`config.mk`:
```
export PLATFORM = sky130hd
export DESIGN_NAME = tmr_resync_top
export DESIGN_NICKNAME = d
export VERILOG_FILES = /design/src/rtl/tmr_pkg.sv /design/src/rtl/tmr_opt_reg.sv /design/src/rtl/tmr_prescale.sv /design/src/rtl/tmr_count.sv /design/src/rtl/tmr_resync_top.sv
export SDC_FILE = /design/constraint.sdc
export NUM_CORES = 1
export LEC_CHECK = 0
export ABC_AREA = 0
export CAP_MARGIN = 20
export CORE_MARGIN = 2
export CORE_UTILIZATION = 25
export DETAILED_ROUTE_END_ITERATION = 12
export SYNTH_ARGS = -nofsm -noshare
export SYNTH_HDL_FRONTEND = slang
export SYNTH_SLANG_ARGS = --single-unit
```
`constraint.sdc`:
```
create_clock -name clk -period 2.1 [get_ports clk]
set_input_delay 0.42 -clock clk [delete_from_list [all_inputs] [get_ports clk]]
set_output_delay 0.42 -clock clk [all_outputs]
set_load 0.02 [all_outputs]
```
`src/rtl/tmr_pkg.sv`:
```
package tmr_pkg;
  localparam int SEL_W = 3;
  localparam int OPT_W = SEL_W + 1;

  typedef struct packed {
    logic             bypass;
    logic [SEL_W-1:0] sel;
  } opt_t;
endpackage

```
`src/rtl/tmr_opt_reg.sv`:
```
module tmr_opt_reg
  import tmr_pkg::*;
#(
  parameter logic [OPT_W-1:0] RST_OPT = 4'h8
) (
  input  logic             clk,
  input  logic             rst_n,
  input  logic             we,
  input  logic [OPT_W-1:0] wdata,
  output opt_t             opt
);
  opt_t opt_q, opt_d;

  always_comb begin
    opt_d = opt_t'(wdata);
  end

  always_ff @(posedge clk or negedge rst_n) begin
    if (!rst_n)  opt_q <= opt_t'(RST_OPT);
    else if (we) opt_q <= opt_d;
  end

  assign opt = opt_q;
endmodule

```
`src/rtl/tmr_prescale.sv`:
```
module tmr_prescale
  import tmr_pkg::*;
#(
  parameter int INH_DIV1     = 2,
  parameter int INH_FINE     = 4,
  parameter int FINE_MAX_SEL = 1
) (
  input  logic clk,
  input  logic rst_n,
  input  opt_t opt,
  input  logic cnt_we,
  input  logic opt_we,
  output logic tick
);
  localparam int PS_W    = 1 << SEL_W;
  localparam int INH_MAX = (INH_DIV1 > INH_FINE) ? INH_DIV1 : INH_FINE;
  localparam int INH_W   = $clog2(INH_MAX + 1);

  logic [PS_W-1:0]  pre_q, pre_d, pre_last;
  logic [INH_W-1:0] inh_q, inh_d, inh_len;
  logic             busy, wr_any, at_last, pre_en, inh_en;

  // terminal phase: low (sel+1) bits set
  for (genvar i = 0; i < PS_W; i++) begin : g_last
    assign pre_last[i] = (SEL_W'(i) <= opt.sel);
  end

  always_comb begin
    busy    = (inh_q != '0);
    wr_any  = cnt_we | opt_we;
    at_last = (pre_q == pre_last);
    if (opt.bypass)                        inh_len = INH_W'(INH_DIV1);
    else if (opt.sel <= SEL_W'(FINE_MAX_SEL)) inh_len = INH_W'(INH_FINE);
    else                                   inh_len = '0;
    tick    = !wr_any && !busy && (opt.bypass || at_last);
  end

  always_comb begin
    pre_en = wr_any || (!busy && !opt.bypass);
    if (wr_any || at_last) pre_d = '0;
    else                   pre_d = pre_q + 1'b1;
  end

  always_comb begin
    inh_en = cnt_we || busy;
    if (cnt_we) inh_d = inh_len;
    else        inh_d = inh_q - INH_W'(1);
  end

  always_ff @(posedge clk or negedge rst_n) begin
    if (!rst_n)      pre_q <= '0;
    else if (pre_en) pre_q <= pre_d;
  end

  always_ff @(posedge clk or negedge rst_n) begin
    if (!rst_n)      inh_q <= '0;
    else if (inh_en) inh_q <= inh_d;
  end
endmodule

```
`src/rtl/tmr_count.sv`:
```
module tmr_count #(
  parameter int CNT_W = 8
) (
  input  logic             clk,
  input  logic             rst_n,
  input  logic             tick,
  input  logic             ld,
  input  logic [CNT_W-1:0] ld_data,
  input  logic             ack,
  output logic [CNT_W-1:0] cnt,
  output logic             irq
);
  logic [CNT_W-1:0] cnt_q, cnt_d;
  logic             irq_q, irq_d, wrap, cnt_en, irq_en;

  always_comb begin
    wrap   = !ld && tick && (&cnt_q);
    cnt_en = ld || tick;
    cnt_d  = ld ? ld_data : cnt_q + 1'b1;
    irq_en = wrap || ack;
    irq_d  = wrap;
  end

  always_ff @(posedge clk or negedge rst_n) begin
    if (!rst_n)      cnt_q <= '0;
    else if (cnt_en) cnt_q <= cnt_d;
  end

  always_ff @(posedge clk or negedge rst_n) begin
    if (!rst_n)      irq_q <= 1'b0;
    else if (irq_en) irq_q <= irq_d;
  end

  assign cnt = cnt_q;
  assign irq = irq_q;
endmodule

```
`src/rtl/tmr_resync_top.sv`:
```
module tmr_resync_top
  import tmr_pkg::*;
#(
  parameter int               CNT_W        = 8,
  parameter logic [OPT_W-1:0] RST_OPT      = 4'h8,
  parameter int               INH_DIV1     = 2,
  parameter int               INH_FINE     = 4,
  parameter int               FINE_MAX_SEL = 1
) (
  input  logic             clk,
  input  logic             rst_n,
  input  logic             opt_we,
  input  logic [OPT_W-1:0] opt_wdata,
  input  logic             cnt_we,
  input  logic [CNT_W-1:0] cnt_wdata,
  output logic [CNT_W-1:0] cnt_rdata,
  output logic             irq,
  input  logic             irq_ack
);
  opt_t opt_q;
  logic tick;

  tmr_opt_reg #(.RST_OPT(RST_OPT)) u_opt (
    .clk(clk), .rst_n(rst_n), .we(opt_we), .wdata(opt_wdata), .opt(opt_q)
  );

  tmr_prescale #(
    .INH_DIV1(INH_DIV1), .INH_FINE(INH_FINE), .FINE_MAX_SEL(FINE_MAX_SEL)
  ) u_pre (
    .clk(clk), .rst_n(rst_n), .opt(opt_q), .cnt_we(cnt_we), .opt_we(opt_we),
    .tick(tick)
  );

  tmr_count #(.CNT_W(CNT_W)) u_cnt (
    .clk(clk), .rst_n(rst_n), .tick(tick), .ld(cnt_we), .ld_data(cnt_wdata),
    .ack(irq_ack), .cnt(cnt_rdata), .irq(irq)
  );
endmodule

```
==> metrics.md, run 1 <==
| Metric | Value |
|---|---|
| Startpoint types | flip-flop |
| Flop2flop setup slack | -0.07 ns |
| Post-synthesis instance total | 151 |
| Nets | 221 |
| Inst Count DP | 264 |
| Worst setup margin | -0.0656 ns |
| Post-Syn Area | approximately 1500 um^2 |
| Routed length per placed instance | ~13 um |
| Clock Latency Late Sink | 0.26 ns |
| Pre-CTS setup slack | -0.0846 ns |
| Post-synth EDFFs | 0 |
| Global Route Usage Sum | 11.6% |
| Tcrit/Tclk final | 103% |
| Nature of the critical path endpoint | flip-flop |
| Synth unique cells | 51 |
| Post-synthesis sequential area ratio | 39.3% |
| Cts hold-fix bufs | 0 |
| HPWL after DPL | 2.61 mm |
| Cts bufs inserted | 3 |
| IO buf count | 25 |
| Top post-synthesis cells by area | dfrtp_1, nand2_1, o311ai_2 |
| Peak Freq | 462 MHz |
| GRT Residual Overflow | 0 |
| CP Data Required Time | 2.27 ns |
| Largest net degree at the start of global routing | 25 |
| Post-synth top area share | 37.6% |
| Final hold vios | 0 |
| Synth Flop Type | dfrtp_1 |
| Clock Root Buffer | clkbuf_8 |
| Core area | 5920 um^2 |
| Final setup viols | 9 |
| Pleak | ~0.9 nW |
| Drt drc | 0 |
| Slew HR | 76.2% |
| Die X | 82.3 um |
| Buffer depth of the longest clock path | 2 |
| Main combinational cell family by area after synthesis | simple AND/OR/NAND/NOR gates |
| CTS H-Tree Depth | 1 |
| Slew @ Worst Pin | between 0.3 and 0.4 ns |
| Routed WL | 3.61 mm |
| I/O pin cnt | 26 |
| Mapped Nets | 172 |
| Vias in the first global route | 1299 |
| #FFs+latches synth | 24 |
| CTS tree | built |
| Final max-slew violation count | 0 |
| Number of antenna violations at the first check in global routing | 0 |
| Core Rows | 28 |
| Min-delay worst type | primary input to asynchronous set/reset pin |
| Router iterations before antenna repair | 4 |
| Mux cell area share after synthesis | 2.86% |
| Area leader, netlist | dfrtp_1 |
| Area Overhead vs Synth | 43.4% |
| Unrepaired setup endpoints after global routing | true |
| First-pass GRT wire length | around 6.0 mm |
| Final instance area | 2200 um^2 |
| Die height | 82.3 um |
| Ratio of cells with drive above 1 in the final layout | 30.2% |
| Average size of a mapped cell | 10.1 um^2 |
| Skew final | 0.00173 ns |
| Worst VDD drop | 304 uV |
| Non-Filler Instances | 274 |
| Pwr Density | approximately 600 nW/um^2 |
| Minimum clock period | 2.17 ns |
| Die Footprint | 6770 um^2 |
| Diodes inserted | 0 |
| Simple-gate share of the synthesized area | 23.0% |
| FFs w/ async S/R, synth | 100% |
| Compound-cell area share of the yosys netlist | 21.3% |
| Vias per cell | about 4.9 |
| CP Max Fanout | 4 |
| Via count | 1330 |
| Post-route ant nets | 0 |
| Ys Warns | 0 |
| Failing checks | setup timing |
| Count of max-cap constraint violations | 0 |
| Clock tree sinks | 24 |
| Synth Area in XOR/XNOR | under 10% |
| Worst endpoint data arrival time | 2.34 ns |
| Initial Util | 25.9% |
| Post-layout util | 37.1% |
| DR iter-0 viols | 39 |
| Clock-pin slew on the worst setup and hold paths | ~0.080 ns |
| Synth Area in Adders | 3.27% |
| Crit path kind | flip-flop to flip-flop |
| Status | complete, but fails checks |
| RePlAce Congestion | 0.726 |
| Placement Cell Area | 1970 um^2 |
==> worst max-delay path: stages (launching register included) <==
cell      delay (ns)
dfrtp_1         0.41
buf_6           0.13
o32a_1          0.35
nor4_4          0.31
a21oi_2         0.10
or3_4           0.42
buf_8           0.15
o311ai_4        0.20
==> registers in the layout, summed over array words and instances (netlist names) <==
signal	cells
u_opt.opt	4
u_cnt.cnt	8
u_cnt.irq	1
u_pre.pre_q	8
u_pre.inh_q	3
==> power breakdown <==
part           total (mW)  leakage, nW  internal (mW)  switching (mW)
clock network       0.313       0.0288          0.167           0.146
logic               0.467        0.565          0.232           0.235
registers           0.566        0.304          0.514          0.0520
==> synthesized netlist by cell type, types with 4 or more instances <==
master and n:
nand3_1 5, a211oi_1 5, o311ai_2 4, inv_1 7, ha_1 4, xnor2_1 5, nand2b_1 4, or2_2 4
nand2_1 19, dfrtp_1 23, nor2_1 7, o211ai_1 6
==> layout by cell type, fill, tap and decap left out, types with 2 or more instances in the layout <==
master           count
a211oi_1             5
a21oi_2              3
a221o_1              2
a31oi_1              2
buf_4               22
buf_6                4
clkbuf_8             4
clkdlybuf4s50_1     25
dfrtp_1             22
ha_1                 4
inv_1                7
mux2_2               3
nand2_1             19
nand2b_1             3
nand3_1              5
nand4_1              3
nor2_1               7
nor2b_1              3
o211ai_1             6
o311ai_2             2
o311ai_4             4
or2_2                4
xnor2_1              4
xor2_1               3
==> kinds of logic after synthesis <==
group           count (synthesis)
compound gates                 34
xor+xnor                        8
fa+ha+maj                       4
buf+inv                        15
flops                          24
mux                             4
simple gates                   62
==> final timing paths <==
kind | start | endpoint | depth (start not counted)
min in group clk | u_opt.opt[3] | u_opt.opt[3] | 2
hold reg to reg | u_opt.opt[3] | u_opt.opt[3] | 2
setup / recovery | u_opt.opt[1] | u_cnt.cnt[3] | 7
max in group asynchronous | rst_n | u_opt.opt[3] | 2
setup reg to reg | u_opt.opt[1] | u_cnt.cnt[3] | 7
hold / removal | rst_n | u_pre.inh_q[0] | 2
==> per-stage QoR <==
step / power (mW) / hold WS, ns / setup TNS [ns]
global route: 1.45 / 0.532 / -1.34
global placement: 0.986 / 0.521 / -0.319
floorplan: 0.846 / 0.124 / 0
CTS: 1.34 / 0.525 / -0.00606
finish: 1.35 / 0.516 / -0.409
detailed placement: 0.994 / 0.521 / -0.469
==> per-layer routing <==
layer  vias up  global-route usage, %  share of wire (%)
met2        17                   20.0                 50
li1        659                      -                  -
met5         -                      0                  0
met1       650                   14.6                 46
met3         4                   2.61                3.7
met4         0                   3.00               0.75
==> area by class of cell <==
| class | instances | area, um^2 |
|---|---|---|
| Inverter | 7 | 26.3 |
| Fill cell | 592 | 3720 |
| Tap cell | 75 | 93.8 |
| Multi-Input combinational cell | 112 | 942 |
| Timing Repair Buffer | 52 | 475 |
| Sequential cell | 24 | 603 |
| Clock buffer | 4 | 55.1 |
==> repair_timing <==
action | in CTS | in global routing
hold endpoints to repair | 0 | 0
pin swaps | 4 | 12
gates cloned | 0 | 0
endpoints found under the setup margin | 9 | 10
buffers inserted | 4 | 3
gates resized for setup | 7 | 14
(Power assumes the default switching activity.)
==> run 2: changes to the inputs <==
--- a/config.mk
+++ b/config.mk
@@ -8,8 +8,10 @@
 export ABC_AREA = 0
 export CAP_MARGIN = 20
 export CORE_MARGIN = 2
-export CORE_UTILIZATION = 25
+export CORE_UTILIZATION = 45
 export DETAILED_ROUTE_END_ITERATION = 12
+export GPL_ROUTABILITY_DRIVEN = 0
+export PLACE_DENSITY = 0.72
 export SYNTH_ARGS = -nofsm -noshare
 export SYNTH_HDL_FRONTEND = slang
 export SYNTH_SLANG_ARGS = --single-unit
==> run 2 against run 1 <==
Against the previous run: the run still ends with setup timing left; global-route usage is 8.6 points higher; fmax is 2.1% higher; total power is 5.9% lower; sequential power is 0.7% higher; first-iteration DRC count is 140% higher.
==> metrics.md, run 2 (synthesis results as in run 1) <==
| Metric | Value |
|---|---|
| Status | complete, but fails checks |
| Failing checks | setup timing |
| DR iter-0 viols | 95 |
| Clock-pin slew on the worst setup and hold paths | 0.14 ns |
| Drt drc | 0 |
| Crit path kind | flip-flop to flip-flop |
| Cell chain of the critical path | nor2b_4, o32a_1, nor4_4, a21oi_2, or3_1, buf_6, a221o_1 |
| Final max-slew violation count | 0 |
| Slew @ Worst Pin | roughly 0.32 ns |
| Buffer depth of the longest clock path | 2 |
| Clock tree sinks | 24 |
| Die height | 62.3 um |
| Worst path max stage delay | 0.43 ns |
| Routed length per placed instance | 15.2 um |
| Skew final | 0.00227 ns |
| Diodes inserted | 0 |
| Initial Util | 46.3% |
| Core area | ~3300 um^2 |
| I/O pin cnt | 26 |
| CTS tree | built |
| Routed WL | ~3.7 mm |
| Count of max-cap constraint violations | 0 |
| Worst VDD drop | approximately 230 uV |
| CTS H-Tree Depth | 1 |
| Largest net degree at the start of global routing | 25 |
| Area Overhead vs Synth | 32.6% |
| Startpoint types | flip-flop |
| Core Rows | 21 |
| IO buf count | 25 |
| Die X | 62.3 um |
| First-pass GRT wire length | 6.38 mm |
| Post-route ant nets | 0 |
| Nets | 217 |
| Minimum clock period | 2.12 ns |
| Peak Freq | 471 MHz |
| Clock Latency Late Sink | 0.31 ns |
| Clock Root Buffer | clkbuf_4 |
| Most frequent cells in the layout | clkdlybuf4s50_1, buf_4, dfrtp_1 |
| R2r endpoint | u_cnt.cnt[1] |
| Min-delay worst type | primary input to asynchronous set/reset pin |
| GRT Residual Overflow | 0 |
| Vias in the first global route | 1380 |
| Worst setup margin | -0.0214 ns |
| Slew HR | 78.8% |
| Ratio of cells with drive above 1 in the final layout | 27.2% |
| Worst Setup SP | u_pre.pre_q[2] |
| Worst R2R Path Depth | 7 |
| Pleak | about 0.8 nW |
| CP Max Fanout | 9 |
| HPWL after DPL | 2.76 mm |
| Inst Count DP | approximately 240 |
| Number of antenna violations at the first check in global routing | 0 |
| Final setup viols | 2 |
| Critical Path End | u_cnt.cnt[1] |
| Global Route Usage Sum | ~20% |
| Cts bufs inserted | 3 |
| Reg-to-Reg Start | u_pre.pre_q[2] |
| Pwr Density | 623 nW/um^2 |
| Via count | 1321 |
| Flop2flop setup slack | -0.02 ns |
| Critical path's slowest cell | dfrtp_1 |
| Die Footprint | 3890 um^2 |
| Most common cell after layout, fill and taps aside | clkdlybuf4s50_1 |
| Router iterations before antenna repair | 4 |
| Unrepaired setup endpoints after global routing | true |
| Tcrit/Tclk final | 101% |
| Non-Filler Instances | 241 |
| Final hold vios | 0 |
| Worst endpoint data arrival time | 2.34 ns |
| Hold WS | 0.455 ns |
| Post-layout power | 1.27 mW |
| Nature of the critical path endpoint | flip-flop |
| Vias per cell | 5.48 |
| CP Data Required Time | between 2 and 2.5 ns |
## run 2: cell types whose count changed in the layout (fill, tap and decap cells not counted), sizes merged
| cell | previous run | this run |
|---|---|---|
| buf | 27 | 23 |
## run 2: worst min-delay path by stage
stage,end,startpoint,slack (ns),depth (start not counted)
6_report,u_pre.inh_q[1],rst_n,0.45,2
5_1_grt,u_pre.inh_q[2],rst_n,0.48,2
4_1_cts,u_pre.inh_q[1],rst_n,0.47,2
3_5_place_dp,u_pre.inh_q[0],u_pre.inh_q[0],0.54,2
3_3_place_gp,u_opt.opt[3],u_opt.opt[3],0.53,2
2_1_floorplan,u_cnt.cnt[0],rst_n,0.12,0
## run 2: critical path: cells and delay by family, from the launching register on
| family | cells | cell delay (ns) |
|---|---|---|
| AND/OR/NAND/NOR | 3 | 0.67 |
| AO/OA/AOI/OAI | 3 | 0.76 |
| buffers and inverters | 1 | 0.16 |
| flip-flops | 1 | 0.43 |
## run 2: area by class of cell
class / count / area, um^2
Sequential cell: 24 / 604
Multi-Input combinational cell: 112 / 876
Clock buffer: 4 / 36.3
Tap cell: 46 / 57.6
Fill cell: 297 / 1280
Inverter: 7 / 26.3
Timing Repair Buffer: 48 / 430
## run 2: repair_timing
item	in CTS	in global routing
resized for setup	7	3
endpoints found under the setup margin	11	13
hold buffers	0	0
pin swaps	3	0
buffers inserted	2	0
gates cloned	0	0
## run 2: per-layer routing
metal	vias to the layer above	wire length, um	part of all wire (%)	track usage (%)
met5	-	0	0	0
met4	0	58	1.6	6.11
met3	6	130	3.5	3.08
met2	23	1900	52	36.1
met1	643	1580	43	25.2
li1	649	-	-	-
## run 2: metrics by stage
step           utilization, %  instance area (um^2)  worst slack, ns  TNS (ns)
3_5_place_dp             58.5                  1940           -0.155     -1.16
6_report                 61.3                  2030          -0.0214   -0.0401
4_1_cts                  60.9                  2020          -0.0249   -0.0651
5_1_grt                  61.3                  2030          -0.0997    -0.796
2_1_floorplan               -                  1530           0.0141         0
3_3_place_gp             58.5                  1940          -0.0227   -0.0688
## run 2: where the power goes
part	internal, mW	switching (mW)
Sequential	0.515	0.0553
Clock	0.106	0.148
Combinational	0.218	0.224
Total	0.838	0.428
==> run 3: changes to the inputs <==
--- a/config.mk
+++ b/config.mk
@@ -6,12 +6,12 @@
 export NUM_CORES = 1
 export LEC_CHECK = 0
 export ABC_AREA = 0
-export CAP_MARGIN = 20
 export CORE_MARGIN = 2
 export CORE_UTILIZATION = 45
 export DETAILED_ROUTE_END_ITERATION = 12
 export GPL_ROUTABILITY_DRIVEN = 0
-export PLACE_DENSITY = 0.72
+export PLACE_DENSITY_LB_ADDON = 0.1
 export SYNTH_ARGS = -nofsm -noshare
 export SYNTH_HDL_FRONTEND = slang
+export SYNTH_HIERARCHICAL = 1
 export SYNTH_SLANG_ARGS = --single-unit
==> run 3 against run 2 <==
Against the previous run: the flow still finishes with violations (setup timing); combinational power shrank 4.5%; cell count grew 4.6%; via count grew 1.7%; wire length shrank 6.8%; clock skew shrank 0.0013 ns; clock power shrank 4%; highest routed layer unchanged.
==> metrics.md, run 3 <==
| Metric | Value |
|---|---|
| Routed WL | 3.42 mm |
| Synth unique cells | 42 |
| Routed length per placed instance | 13.6 um |
| Clock Root Buffer | clkbuf_4 |
| I/O pin cnt | 26 |
| Pwr Density | a little over 600 nW/um^2 |
| Inst Count DP | roughly 240 |
| Peak Freq | 448 MHz |
| Grt met1 use | approximately a quarter |
| Clock Latency Late Sink | 0.31 ns |
| GRT Residual Overflow | 0 |
| Core Rows | 20 |
| Clock-pin slew on the worst setup and hold paths | 0.13 ns |
| Post-layout util | around two thirds |
| Average size of a mapped cell | 9.17 um^2 |
| Min-delay worst type | primary input to asynchronous set/reset pin |
| Clock tree sinks | 24 |
| Cts bufs inserted | 3 |
| Die Footprint | 3690 um^2 |
| Post-route ant nets | 0 |
| WP depth | 8 |
| Initial Util | 47.5% |
| Area leader, netlist | dfrtp_1 |
| Cts hold-fix bufs | 0 |
| M3 GR Usage | 1.92% |
| Largest net degree at the start of global routing | 26 |
| Worst path max stage delay | 0.48 ns |
| Fillers | 272 |
| Final setup viols | 4 |
| Diodes inserted | 0 |
| Post-Syn Area | 1450 um^2 |
| Crit path kind | flip-flop to flip-flop |
| FFs w/ async S/R, synth | 100% |
| Tcrit/Tclk final | 106% |
| Worst R2R Path Depth | 8 |
| Post-synth top cells | dfrtp_1, nand2_1, nor2_1 |
| Most common cell after layout, fill and taps aside | buf_4 |
| Vias in the first global route | 1394 |
| Nets | 230 |
| Minimum clock period | around 2.2 ns |
| Skew final | between 0.0009 and 0.001 ns |
| Nature of the critical path endpoint | flip-flop |
| Drt drc | 0 |
| Placement Cell Area | 1890 um^2 |
| Post-synth top area share | 39.7% |
| Non-Filler Instances | 252 |
| Worst endpoint data arrival time | 2.49 ns |
| Top post-synthesis cells by area | dfrtp_1, nand2_1, ha_1 |
| Flop2flop setup slack | -0.13 ns |
| Top-count cell post-synth | dfrtp_1 |
| GRT busiest layer | met2 |
| Slew @ Worst Pin | 0.385 ns |
| Final instance area | roughly 2000 um^2 |
| #FFs+latches synth | 24 |
| Cell chain of the critical path | or3_4, o211ai_1, o21ai_2, nor4_4, o21a_2, nand4_4, or4_1, nand3_1 |
| Status | complete, but fails checks |
| Worst setup margin | -0.130 ns |
| Critical path's slowest cell | or4_1 |
| Critical path's top delay family | simple AND/OR/NAND/NOR gates |
| Crit path buf inv count | 0 |
| Buffer depth of the longest clock path | 2 |
| Number of antenna violations at the first check in global routing | 0 |
| Worst VDD drop | around 380 uV |
| Startpoint types | flip-flop |
| CTS H-Tree Depth | 1 |
| Post-synth EDFFs | 0 |
| HPWL after DPL | 2.55 mm |
| Failing checks | setup timing |
| Critical Path End | u_cnt/cnt[5] |
| Pre-CTS setup slack | -0.253 ns |
| Slew HR | 74.2% |
| Synth Flop Type | dfrtp_1 |
| Count of max-cap constraint violations | 0 |
| CP Data Required Time | 2.36 ns |
| Via count | around 1300 |
| IO buf count | 25 |
| DR iter-0 viols | 60 |
| Met2 GRT Util | 37.9% |
| Unrepaired setup endpoints after global routing | true |
| First-pass GRT wire length | between 5 and 6 mm |
| Hold WS | 0.448 ns |
| Die height | ~61 um |
| Global Route Usage Sum | 20.9% |
| Die X | 60.7 um |
| Ratio of cells with drive above 1 in the final layout | 25.0% |
| Worst Setup SP | u_opt/opt[0] |
| Final max-slew violation count | 0 |
| Ys Warns | 6 |
| CP Max Fanout | 4 |
| Reg-to-Reg Start | u_opt/opt[0] |
| Most frequent cells in the layout | buf_4, clkdlybuf4s50_1, dfrtp_1 |
| Vias per cell | 5.33 |
| Core area | 3050 um^2 |
| Mapped Nets | approximately 180 |
| Post-synthesis sequential area ratio | 41.5% |
| Post-synthesis instance total | between 150 and 200 |
| Pleak | 0.842 nW |
| Router iterations before antenna repair | 4 |
| Final hold vios | 0 |
| R2r endpoint | u_cnt/cnt[5] |
| CTS tree | built |
| Area Overhead vs Synth | 39.1% |
==> run 3: changes by cell type after synthesis, moves of 4 or more <==
cell      change
o311ai_2      -4
o21ai_0       +9
o211ai_1      -4
o21ai_1       +5
nor2_1        +6
a211oi_1      -4
nand3_1       +4
==> run 3: what timing repair did <==
item	in CTS	in global routing
pin swaps	9	1
buffers inserted	5	2
setup endpoints to repair	9	10
resized for setup	6	4
==> run 3: through the flow <==
step	power, mW	setup TNS [ns]
finish	1.23	-0.331
global route	1.33	-1.46
CTS	1.24	-0.251
detailed placement	0.987	-1.36
global placement	0.965	-0.664
floorplan	0.833	-0.993
==> run 3: metal layers <==
metal	routed length [um]	vias to the layer above
li1	-	663
met1	1470	641
met2	1770	33
met3	132	6
met4	44	0
met5	0	-
==> run 3: final cells by class <==
cell class,count,area (um^2),share of cell area [%]
tap,44,55.1,2.73
inverter,5,18.8,0.931
clock buffer,4,36.3,1.80
timing repair buffer,54,475,23.6
multi-input combinational,121,828,41.1
sequential,24,602,29.9
==> run 3: worst min path at each step <==
stage | endpoint | slack [ns] | startpoint | depth (start not counted)
3_5_place_dp | u_cnt/irq | 0.53 | u_cnt/irq | 2
5_1_grt | u_cnt/cnt[0] | 0.46 | rst_n | 2
3_3_place_gp | u_cnt/irq | 0.52 | u_cnt/irq | 2
6_report | u_cnt/cnt[0] | 0.45 | rst_n | 2
2_1_floorplan | u_cnt/cnt[0] | 0.12 | rst_n | 0
4_1_cts | u_cnt/cnt[0] | 0.45 | rst_n | 2
==> run 3: worst reg2reg max path: stages, from the launching register on <==
cell      delay, ns
dfrtp_1        0.41
or3_4          0.39
o211ai_1       0.21
o21ai_2        0.11
nor4_4         0.19
o21a_2         0.21
nand4_4        0.10
or4_1          0.48
nand3_1        0.08
==> run 3: cells by family (layout without fill, tap and decap cells) <==
| family | Yosys count | after routing | synth area share, % |
|---|---|---|---|
| and+or+nand+nor | 75 | 75 | 29.9 |
| adders and majority gates | 4 | 4 | 3.45 |
| muxes | 6 | 6 | 4.49 |
| buffers and inverters | 13 | 63 | 3.89 |
| xor gates and xnor gates | 7 | 7 | 4.23 |
| DFF | 24 | 24 | 41.5 |
| AOI/OAI and AO/OA | 29 | 29 | 12.5 |
==> run 3: power breakdown <==
group	switching, mW	internal (mW)
Sequential	0.0541	0.515
Clock	0.137	0.106
Combinational	0.211	0.211
